File: src/rtl/e3_ovh_pkg.sv
package e3_ovh_pkg;

  typedef enum logic [1:0] {
    NSRC_REG = 2'b00,
    NSRC_OVH = 2'b01,
    NSRC_DL  = 2'b10,
    NSRC_PAY = 2'b11
  } nsrc_e;

  typedef enum logic [1:0] {
    SLOT_ALIGN = 2'b00,
    SLOT_ALARM = 2'b01,
    SLOT_NAT   = 2'b10,
    SLOT_PAY   = 2'b11
  } slot_e;

endpackage

File: src/rtl/e3_rst_sync.sv
module e3_rst_sync #(
  parameter int STAGES = 2
) (
  input  logic clk,
  input  logic arst_n,
  output logic rst_n_o
);

  logic [STAGES-1:0] sync_q;
  logic [STAGES-1:0] sync_d;

  always_comb begin
    sync_d = {sync_q[STAGES-2:0], 1'b1};
  end

  always_ff @(posedge clk or negedge arst_n) begin
    if (!arst_n) begin
      sync_q <= '0;
    end else begin
      sync_q <= sync_d;
    end
  end

  assign rst_n_o = sync_q[STAGES-1];

endmodule

File: src/rtl/e3_frame_counter.sv
module e3_frame_counter
  import e3_ovh_pkg::*;
#(
  parameter int FRAME_BITS = 1536,
  parameter int OVH_BITS   = 12,
  parameter int PAT_W      = 10,
  parameter int IDX_W      = $clog2(FRAME_BITS)
) (
  input  logic             clk,
  input  logic             rst_n,
  output logic             run,
  output logic [IDX_W-1:0] idx,
  output logic             frame_start,
  output logic             ovh_active,
  output slot_e            slot
);

  localparam logic [IDX_W-1:0] LAST_IDX  = IDX_W'(FRAME_BITS - 1);
  localparam logic [IDX_W-1:0] OVH_END   = IDX_W'(OVH_BITS);
  localparam logic [IDX_W-1:0] ALARM_IDX = IDX_W'(PAT_W);
  localparam logic [IDX_W-1:0] NAT_IDX   = IDX_W'(PAT_W + 1);

  logic             run_q, run_d;
  logic [IDX_W-1:0] idx_q, idx_d;
  logic             cnt_en;

  // next state
  always_comb begin
    run_d  = 1'b1;
    cnt_en = run_q;
    idx_d  = idx_q;
    if (cnt_en) begin
      if (idx_q == LAST_IDX) begin
        idx_d = '0;
      end else begin
        idx_d = idx_q + 1'b1;
      end
    end
  end

  // registers
  always_ff @(posedge clk or negedge rst_n) begin
    if (!rst_n) begin
      run_q <= 1'b0;
      idx_q <= '0;
    end else begin
      run_q <= run_d;
      idx_q <= idx_d;
    end
  end

  // slot decode
  always_comb begin
    if (idx_q < ALARM_IDX) begin
      slot = SLOT_ALIGN;
    end else if (idx_q == ALARM_IDX) begin
      slot = SLOT_ALARM;
    end else if (idx_q == NAT_IDX) begin
      slot = SLOT_NAT;
    end else begin
      slot = SLOT_PAY;
    end
  end

  assign run         = run_q;
  assign idx         = idx_q;
  assign frame_start = run_q && (idx_q == '0);
  assign ovh_active  = run_q && (idx_q < OVH_END);

  // checker state: length of the current overhead run
  logic [IDX_W-1:0] ovh_run_q;
  always_ff @(posedge clk or negedge rst_n) begin
    if (!rst_n) begin
      ovh_run_q <= '0;
    end else if (ovh_active) begin
      ovh_run_q <= ovh_run_q + 1'b1;
    end else begin
      ovh_run_q <= '0;
    end
  end

  assert_frame_wrap_R2: assert property (@(posedge clk) disable iff (!rst_n)
    (run_q && idx_q == LAST_IDX) |=> frame_start);

  assert_pulse_single_R2: assert property (@(posedge clk) disable iff (!rst_n)
    frame_start |=> !frame_start);

  assert_ovh_length_R3: assert property (@(posedge clk) disable iff (!rst_n)
    $fell(ovh_active) |-> (ovh_run_q == OVH_END));

endmodule

File: src/rtl/e3_ovh_mux.sv
module e3_ovh_mux
  import e3_ovh_pkg::*;
#(
  parameter int             PAT_W   = 10,
  parameter logic [PAT_W-1:0] PATTERN = 10'b1111010000,
  parameter int             IDX_W   = 11
) (
  input  logic             clk,
  input  logic             rst_n,
  input  logic             run,
  input  logic [IDX_W-1:0] idx,
  input  logic             frame_start,
  input  slot_e            slot,
  input  logic [1:0]       n_src_sel,
  input  logic             n_reg_bit,
  input  logic             ovh_data_in,
  input  logic             dl_n_bit,
  input  logic             alarm_in,
  input  logic             payload_in,
  output logic             ser_out
);

  logic             alarm_q, alarm_d;
  logic [IDX_W-1:0] pat_pos;
  logic [PAT_W-1:0] pat_shift;
  logic             align_bit;
  logic             nat_bit;

  // alarm capture, once per frame in slot 0
  always_comb begin
    alarm_d = alarm_q;
    if (frame_start) begin
      alarm_d = alarm_in;
    end
  end

  always_ff @(posedge clk or negedge rst_n) begin
    if (!rst_n) begin
      alarm_q <= 1'b0;
    end else begin
      alarm_q <= alarm_d;
    end
  end

  // alignment word, most significant bit first
  always_comb begin
    pat_pos   = IDX_W'(PAT_W - 1) - idx;
    pat_shift = PATTERN >> pat_pos;
    align_bit = pat_shift[0];
  end

  // national-bit source
  always_comb begin
    case (nsrc_e'(n_src_sel))
      NSRC_REG: nat_bit = n_reg_bit;
      NSRC_OVH: nat_bit = ovh_data_in;
      NSRC_DL:  nat_bit = dl_n_bit;
      default:  nat_bit = payload_in;
    endcase
  end

  // output selection
  always_comb begin
    ser_out = 1'b0;
    if (run) begin
      case (slot)
        SLOT_ALIGN: ser_out = align_bit;
        SLOT_ALARM: ser_out = alarm_q;
        SLOT_NAT:   ser_out = nat_bit;
        default:    ser_out = payload_in;
      endcase
    end
  end

  assert_align_second_R4: assert property (@(posedge clk) disable iff (!rst_n)
    frame_start |=> (ser_out == PATTERN[PAT_W-2]));

endmodule

File: src/rtl/e3_tx_ovh_seq.sv
module e3_tx_ovh_seq
  import e3_ovh_pkg::*;
#(
  parameter int               FRAME_BITS = 1536,
  parameter int               OVH_BITS   = 12,
  parameter int               PAT_W      = 10,
  parameter logic [PAT_W-1:0] PATTERN    = 10'b1111010000,
  parameter int               SYNC_STAGES = 2
) (
  input  logic       clk,
  input  logic       rst_n,
  input  logic [1:0] n_src_sel,
  input  logic       n_reg_bit,
  input  logic       ovh_data_in,
  input  logic       dl_n_bit,
  input  logic       alarm_in,
  input  logic       payload_in,
  output logic       ser_out,
  output logic       ovh_ind,
  output logic       frame_pulse
);

  localparam int IDX_W = $clog2(FRAME_BITS);
  localparam logic [IDX_W-1:0] ALARM_IDX = IDX_W'(PAT_W);

  logic             rst_int_n;
  logic             run;
  logic [IDX_W-1:0] idx;
  logic             frame_start;
  logic             ovh_active;
  slot_e            slot;

  e3_rst_sync #(
    .STAGES (SYNC_STAGES)
  ) u_rst_sync (
    .clk     (clk),
    .arst_n  (rst_n),
    .rst_n_o (rst_int_n)
  );

  e3_frame_counter #(
    .FRAME_BITS (FRAME_BITS),
    .OVH_BITS   (OVH_BITS),
    .PAT_W      (PAT_W),
    .IDX_W      (IDX_W)
  ) u_counter (
    .clk         (clk),
    .rst_n       (rst_int_n),
    .run         (run),
    .idx         (idx),
    .frame_start (frame_start),
    .ovh_active  (ovh_active),
    .slot        (slot)
  );

  e3_ovh_mux #(
    .PAT_W   (PAT_W),
    .PATTERN (PATTERN),
    .IDX_W   (IDX_W)
  ) u_mux (
    .clk         (clk),
    .rst_n       (rst_int_n),
    .run         (run),
    .idx         (idx),
    .frame_start (frame_start),
    .slot        (slot),
    .n_src_sel   (n_src_sel),
    .n_reg_bit   (n_reg_bit),
    .ovh_data_in (ovh_data_in),
    .dl_n_bit    (dl_n_bit),
    .alarm_in    (alarm_in),
    .payload_in  (payload_in),
    .ser_out     (ser_out)
  );

  assign ovh_ind     = ovh_active;
  assign frame_pulse = frame_start;

  // alarm slot repeats the level seen in slot 0, PAT_W clocks earlier
  assert_alarm_slot_R5: assert property (@(posedge clk) disable iff (!rst_int_n)
    (run && idx == ALARM_IDX) |-> (ser_out == $past(alarm_in, PAT_W)));

endmodule

File: config.mk
export PLATFORM = sky130hd
export DESIGN_NAME = e3_tx_ovh_seq
export DESIGN_NICKNAME = d
export VERILOG_FILES = /design/src/rtl/e3_ovh_pkg.sv /design/src/rtl/e3_rst_sync.sv /design/src/rtl/e3_frame_counter.sv /design/src/rtl/e3_ovh_mux.sv /design/src/rtl/e3_tx_ovh_seq.sv
export SDC_FILE = /design/constraint.sdc
export NUM_CORES = 1
export LEC_CHECK = 0
export BUFFER_PORTS_ARGS = -buffer_cell sky130_fd_sc_hd__clkbuf_2
export CORE_ASPECT_RATIO = 1.4
export CORE_UTILIZATION = 27
export CTS_CLUSTER_DIAMETER = 150
export CTS_CLUSTER_SIZE = 10
export DETAILED_ROUTE_END_ITERATION = 10
export GPL_TIMING_DRIVEN = 0
export PLACE_DENSITY = 0.43
export SETUP_SLACK_MARGIN = 0.4
export SLEW_MARGIN = 20
export SYNTH_ARGS = -nofsm -noshare
export SYNTH_HDL_FRONTEND = slang
export SYNTH_SLANG_ARGS = --single-unit
File: constraint.sdc
create_clock -name clk -period 2.48 [get_ports clk]
set_clock_uncertainty 0.2 [all_clocks]
set_input_delay 0.496 -clock clk [delete_from_list [all_inputs] [get_ports clk]]
set_output_delay 0.496 -clock clk [all_outputs]
set_load 0.02 [all_outputs]
## After elaboration in Yosys (flattened, before gate mapping)

Index checks and enable logic that the tools add are counted.

| operators by class | value |
|---|---|
| $lt $le $gt $ge | 2 |
| mux-type cells | 7 |
| equal/unequal tests | 7 |
| add/subtract/negate cells | 2 |
| shift operators | 1 |
| reductions and logical operators | 5 |

Operator list:

| operator | count |
|---|---|
| equality test 11 x 4 -> 1 bit (second input constant) | 2 |
| less-than comparator 11 x 4 -> 1 bit (second input constant) | 2 |
| adder 11 x 1 -> 11 bit (second input constant) | 1 |
| equality test 11 bit (second input constant) | 1 |
| logical NOT 11 bit | 1 |
| two-way mux 11 bit | 1 |
| right shift 10 x 11 -> 1 bit (first input constant) | 1 |
| subtractor 4 x 11 -> 11 bit (first input constant) | 1 |
| case mux 1 bit (3 select lines) | 2 |
| equality test 2 x 1 -> 1 bit (second input constant) | 2 |
| equality test 2 bit (second input constant) | 2 |
| logical NOT 2 bit | 2 |
| two-way mux 2 bit | 2 |
| logical AND 1 bit | 2 |
| two-way mux 1 bit | 2 |

| storage, ports and cells | value |
|---|---|
| register bits | 15 |
| word-level logic and storage cells | 28 |
| bits of input ports | 9 |
| output and inout bits | 3 |

## Logic depth before layout (Yosys ltp)

Gate-level depths: netlist of run 1.

| depth | value |
|---|---|
| word-level depth | 7 |
| mapped depth | 7 |
| gate-level depth less buffers | 7 |

## Cells and area by module

Synthesis of run 1 repeated with hierarchy kept, for this count alone.

| second synthesis, totals | value |
|---|---|
| cell total of the unflattened synthesis | 104 |
| area, all modules | 982.2 um^2 |

By module, submodules not included:

| module | area an instance (um^2) | instances | cells an instance | sequential area each (um^2) |
|---|---|---|---|---|
| e3_frame_counter | 708.2 | 1 | 74 | 300.3 |
| e3_ovh_mux | 220.2 | 1 | 27 | 25.0 |
| e3_rst_sync | 53.8 | 1 | 3 | 50.0 |

## Worst setup path after synthesis of run 1

Ideal clock, no wire load.

| timing | value |
|---|---|
| kind | reg-to-output |
| start | reg u_counter.idx_q[2], in the netlist u_counter.idx[2] |
| end | out ser_out |
| slack | 0.139 ns |
| stages on the path, launching flop included | 8 |
| data arrival time | 1.645 ns |
| path buffers | 0 |
| data required time | 1.784 ns |
| path through | dfrtp_1 > inv_1 > ha_1 > inv_1 > o311a_1 > mux2i_1 > or4_1 > o21ai_1 |

| on the way | value |
|---|---|
| word-level cells in the longest chain between the ends | 7 |
| elaborated cells between the ends (all ways) | 13 |
| those cells by class | 1 x add/sub; 1 x order compare; 4 x eq/ne; 1 x shift; 5 x mux; 1 x reduce/logical |

Ends and longest elaborated chain:

| element | line | source |
|---|---|---|
| from (decl) | e3_frame_counter.sv:24 | `logic [IDX_W-1:0] idx_q, idx_d;` |
| from (signal assigned) | e3_frame_counter.sv:48 | `idx_q <= idx_d;` |
| branches (longest 5 deep; another with subtractor 4 x 11 -> 11 bit) | -- |  |
| case mux 1 bit (3 select lines) (*) | e3_ovh_mux.sv:66 | `case (slot)` |
| two-way mux 1 bit (*) | e3_ovh_mux.sv:65 | `if (run) begin` |
| to (decl) | e3_tx_ovh_seq.sv:18 | `output logic ser_out,` |

Mark *: on every way between the ends.

## Worst setup path after layout of run 1

| timing | value |
|---|---|
| start | reg u_counter.idx_q[1], in the netlist u_counter.idx[1] |
| end | out ser_out |

The elaborated chain is that of the path after synthesis.

==> out/metrics.yaml, run 1 <==
crit_path_max_fanout: 7
hpwl_mm: 1.53
slowest_stage: "or4_4"
rr_worst_depth: 9
timing.rr.end: "u_mux.alarm_q"
synth_top_family_by_area: "simple AND/OR/NAND/NOR gates"
timing.hold.ws_ps: 26.7
ys_seq_elements: 15
ff2ff_setup_slack_ps: 440
num_vias: 769
grt_max_degree: 14
maxClockFrequency_ghz: 0.380
p_per_area_nw_per_um2: 954
final_max_slew_viol_count: 0
placed_area_um2: 1080
synthCells: 98
drc: 0
ys.warnings.count: 0
synth_edf_count: 0
post-route-min-period_ps: 2630
leakage_nw: 0.581
max_stage_delay_ps: 500
setup_violations: 1
synth_most_common_cell: "dfrtp_1"
grt_use_total: 0.127
crit_chain: "inv_2, ha_2, inv_2, o311a_1, mux2i_1, or4_4, o21ai_4, buf_8"
status: "finished with violations"
core_area_um2: 3380
grt_pass1_wl_mm: 3.48
final_area_um2: 1310
cp.required_ps: 1780
synth_area_leaders: "dfrtp_1 (39%), ha_1 (7.9%), xnor2_1 (5.5%), nor2_1 (3.9%), xor2_1 (3.7%)"
rr_startpoint: "u_counter.idx[5]"
area_growth_pct: 37.7
vdd_drop_max_uv: 432
ys_types: 36
syn_area_um2: 952
finalCritPeriodShare: 1.06
synthAdderAreaFrac: 0.0788
yosysTopAreaCellShare: 0.394
violations: "negative setup slack"
synth_compound_area_frac: 0.0775
nNetsFinal: 143
ys_seq_area_frac: 0.394
worst_setup_path_end_kind: "output pin"
cp.arrival_ps: 1930
port_buffers: 11
synth_async_sr_flop_share: 1.00
dieArea_um2: 3770
root_buffer: "clkbuf_8"
die_w_um: 52.2
cts_sinks: 15
startpoint_type: "flip-flop"
pin_count: 12
relSlewSlack: 0.563
ant_nets: 0
gp_congestion: 0.718
setup_ws_ps: -150
tightest_slew_ps: 646
diodes: 0
firstDrtPassIters: 4
fin_tns_setup_ps: -150
hold_class: "reg2async"
antenna_found_initial: 0
synthXorXnorAreaFrac: 0.0920
drive_above_1_share: 0.417
drt-initial-drc-count: 13
htreeDepth: 1
tritoncts: "done"
synth_flop_cell: "dfrtp_1"
rsz0062_at_grt: "true"
clkTransAtPathRegs_ps: 70
synth_top_cells_by_count: "dfrtp_1 (15), nor2_1 (10), nand2_1 (8), inv_1 (7)"
yosys.area_share.simple: 0.243
die-height_um: 72.3
crit_top_cell: "inv_2"
syn_area_per_cell_um2: 9.72
synth.area.mux_share: 0.0604
clock_latency_ps: 250
initial_core_util: 0.282
numCtsBuffers: 3
routed_via_density: 4.60
fp-row-count: 25
routed_wl_mm: 2.07
route.detailed.wl_per_inst_um: 12.4
grt-ovfl-total: 0
synth.largest_area_cell: "dfrtp_1"
grt_pass1_vias: 842
worst-setup-path-type: "reg2out"
final_hold_viol_count: 0
maxCapViolations: 0
cts_buffer_depth: 2
cell type report:
type                            instances  area, um^2
Tap cell                               40        50.0
Timing Repair Buffer                   24         196
Clock inverter                          1        5.00
Multi-Input combinational cell         74         583
Clock buffer                            3        41.3
Fill cell                             345        2070
Inverter                                7        26.3
Sequential cell                        15         379
Buffer                                  3        30.0
stage by stage:
step	total power, mW	std cells	worst slack (ps)	util
floorplan	0.734	99	256	-
global placement	0.832	150	-26.2	0.319
detailed placement	0.838	150	-33.9	0.319
CTS	1.16	162	-188	0.366
global route	1.34	167	-220	0.388
finish	1.25	167	-150	0.388
kinds of logic after synthesis:
kind of cell,Yosys count
adders and majority gates,6
muxes,4
AOI/OAI and AO/OA,11
and+or+nand+nor,41
other,1
DFF,15
xor gates and xnor gates,10
buffers and inverters,10
state kept, by name, indices dropped and copies added (netlist names):
name	cells
u_counter.idx	11
u_rst_sync.sync_q	2
u_counter.run	1
u_mux.alarm_q	1
critical path: cells and delay by family (launching register included):
| kind | cells | cell delay, ps |
|---|---|---|
| AND/OR/NAND/NOR | 1 | 500 |
| flip-flops | 1 | 430 |
| buffers and inverters | 3 | 250 |
| AO/OA/AOI/OAI | 2 | 240 |
| adder cells (fa/ha/maj) | 1 | 190 |
| multiplexers | 1 | 70 |
worst max-delay path by stage:
stage	endpoint	cells past startpoint	slack (ps)	startpoint
after global routing	ser_out	8	-220	u_counter.idx[2]
after detailed placement	ser_out	8	-30	u_counter.idx[1]
final	ser_out	8	-150	u_counter.idx[1]
after global placement	ser_out	8	-30	u_counter.idx[1]
after CTS	ser_out	7	-190	u_counter.idx[6]
after floorplan	ser_out	7	260	u_counter.idx[1]
timing repair:
action	4_1_cts	5_1_grt
pin swaps	4	7
hold buffers	1	0
endpoints found under the hold margin	2	0
endpoints found under the setup margin	3	4
buffers inserted	7	5
gates resized for setup	13	12
layer usage:
metal / routed length (um) / share of wire / global-route usage / vias up
li1: - / - / - / 386
met2: 1100 / 0.53 / 0.228 / 17
met5: 0 / 0 / 0 / -
met1: 833 / 0.40 / 0.124 / 358
met3: 62 / 0.030 / 0.0294 / 8
met4: 80 / 0.039 / 0.0906 / 0
placed cells by master (no fill, tap or decap), drive strengths merged, types with 2 or more instances in the layout:
cell type / instances
dfrtp: 15
nor2: 12
nand4: 2
or3: 2
mux2i: 2
nand3: 7
buf: 17
ha: 6
conb: 2
nand2: 8
xnor2: 6
o21ai: 4
inv: 7
xor2: 4
nand2b: 3
clkbuf: 12
nor3: 2
power by group:
group | internal [mW] | leakage [nW] | total [mW] | switching, mW
Clock | 0.111 | 0.0255 | 0.201 | 0.0902
Combinational | 0.367 | 0.368 | 0.694 | 0.328
Sequential | 0.299 | 0.187 | 0.355 | 0.0566
(Power assumes the default switching activity.)
==> inputs of run 2 (changes only) <==
--- a/config.mk
+++ b/config.mk
@@ -12,7 +12,7 @@
 export CTS_CLUSTER_SIZE = 10
 export DETAILED_ROUTE_END_ITERATION = 10
 export GPL_TIMING_DRIVEN = 0
-export PLACE_DENSITY = 0.43
+export PLACE_DENSITY_LB_ADDON = 0.1
 export SETUP_SLACK_MARGIN = 0.4
 export SLEW_MARGIN = 20
 export SYNTH_ARGS = -nofsm -noshare
==> run 2 against run 1 <==
Sequential power decreased by 1%. Register-to-register slack is essentially flat. Clock-buffer cell count up 1. Flip-flop and latch count unchanged. The flow still finishes with violations (negative setup slack). Largest power group unchanged. Combinational power is 1% higher. Clock power down 2%. Maximum frequency increased by 1.1%. First-iteration DRC count is 7.7% higher. Largest cell class unchanged. Via count is 1.2% higher.
==> out/metrics.yaml, run 2 (same netlist as run 1, synthesis figures left out) <==
status: "finished with violations"
violations: "negative setup slack"
dieArea_um2: 3770  # unchanged
root_buffer: "clkbuf_8"
setup_ws_ps: -122  # +28.3 ps
crit_path_max_fanout: 4  # -3
initial_core_util: 0.282  # unchanged
worst-setup-path-type: "reg2out"
clock_latency_ps: 240  # about the same
port_buffers: 11  # unchanged
drc: 0  # unchanged
timing.hold.ws_ps: 28.0  # +1.25 ps
setup_violations: 1  # unchanged
largest_reg_flops: 11  # unchanged
met3WireLength_um: 55  # -11%
drt-initial-drc-count: 14  # +1
ant_nets: 0  # unchanged
nNetsFinal: 144  # +0.70%
pin_count: 12  # unchanged
die-height_um: 72.3  # unchanged
gp_congestion: 0.676  # -5.9%
grt_pass1_wl_mm: 3.39  # -2.4%
hold_class: "reg2async"
firstDrtPassIters: 3  # -1
clkTransAtPathRegs_ps: 60  # about the same
place_inst: 150  # unchanged
startpoint_type: "flip-flop"
postLayoutCoreUtil: 0.391  # +0.00333
post-route-min-period_ps: 2600  # -28.3 ps
final_hold_viol_count: 0  # unchanged
maxCapViolations: 0  # unchanged
p_per_area_nw_per_um2: 946  # -0.87%
leakage_nw: 0.582  # +0.23%
cts_buffer_depth: 2  # unchanged
cts_sinks: 15  # unchanged
final_cell_mix: "dfrtp_1 (12), buf_4 (10), nor2_1 (8), nand2_1 (8), clkbuf_2 (8)"
num_vias: 778  # +1.2%
routed_wl_mm: 2.11  # +2.1%
final_common_cell: "dfrtp_1"
htreeDepth: 1  # unchanged
die_w_um: 52.2  # unchanged
grt-ovfl-total: 0  # unchanged
cp.arrival_ps: 1910  # -20 ps
route.detailed.wl_per_inst_um: 12.6  # +1.5%
finalCritPeriodShare: 1.05  # -0.0114
final_max_slew_viol_count: 0  # unchanged
grt_max_degree: 14  # unchanged
drt-met1-wl_um: 867  # +4.1%
hpwl_mm: 1.56  # +2.1%
grt_pass1_vias: 777  # -7.7%
top_layer: "met4"
fp-row-count: 25  # unchanged
tritoncts: "done"
routed_via_density: 4.63  # +0.57%
maxClockFrequency_ghz: 0.384  # +1.1%
cp.required_ps: 1780  # about the same
numCtsBuffers: 3  # unchanged
fin_cells: 168  # +0.60%
worst_setup_path_end_kind: "output pin"
area_growth_pct: 38.9
relSlewSlack: 0.552  # -0.0115
rsz0062_at_grt: "true"
drive_above_1_share: 0.430  # +0.0124
core_area_um2: 3380  # unchanged
diodes: 0  # unchanged
vdd_drop_max_uv: 451  # +4.6%
antenna_found_initial: 0  # unchanged
met2WireLength_mm: 1.14  # +4.3%
tightest_slew_ps: 664  # +17.1 ps
grt_use_total: 0.122  # -0.00511
==> run 2: power by group <==
part / total, mW / leakage (nW) / internal (mW) / switching [mW]
Clock: 0.197 / 0.0228 / 0.114 / 0.0830
Sequential: 0.350 / 0.187 / 0.297 / 0.0524
Combinational: 0.704 / 0.372 / 0.373 / 0.331
==> run 2: path summary, 6_finish.rpt <==
| kind | slack (ps) | to | cells after the start | startpoint |
|---|---|---|---|---|
| min in group clk | 150 | u_rst_sync.sync_q[1] | 0 | u_rst_sync.sync_q[0] |
| hold reg to reg | 30 | u_counter.run | 0 | u_rst_sync.sync_q[1] |
| setup / recovery | -120 | ser_out | 7 | u_counter.idx[5] |
| hold / removal | 30 | u_counter.run | 0 | u_rst_sync.sync_q[1] |
| max in group asynchronous | 1620 | u_rst_sync.sync_q[1] | 2 | rst_n |
| setup reg to reg | 440 | u_mux.alarm_q | 9 | u_counter.idx[5] |
==> run 2: layer usage <==
layer / track usage / vias up
met5: 0 / -
met4: 0.0556 / 0
met3: 0.0210 / 4
met2: 0.231 / 12
met1: 0.127 / 368
li1: - / 394
==> run 2: critical path, cell delays in order, from the launching register on <==
cell and delay [ps]:
dfrtp_1 370, buf_6 130, nor3_4 220, nand3_4 110
mux2i_1 130, or4_4 500, o21ai_4 80, buf_8 120
==> run 2: repair_timing <==
item / 4_1_cts / 5_1_grt
hold buffers: 1 / 0
buffers inserted: 8 / 5
hold endpoints to repair: 2 / 0
resized for setup: 16 / 12
pin swaps: 4 / 5
endpoints found under the setup margin: 3 / 4
==> run 2: per-stage QoR <==
step | power, mW | cell area (um^2) | TNS [ps] | worst slack (ps)
3_5_place_dp | 0.841 | 1080 | -60.1 | -60.1
5_1_grt | 1.34 | 1320 | -184 | -184
6_report | 1.25 | 1320 | -122 | -122
3_3_place_gp | 0.835 | 1080 | -33.9 | -33.9
2_1_floorplan | 0.734 | 972 | 0 | 256
4_1_cts | 1.18 | 1250 | -196 | -196
==> run 2: final cells by class <==
type	instances	area, um^2
clock buffer	4	45.0
inverter	7	26.3
timing repair buffer	25	204
tap	40	50.0
buffer	3	30.0
fill	359	2060
sequential	15	379
multi-input combinational	74	588
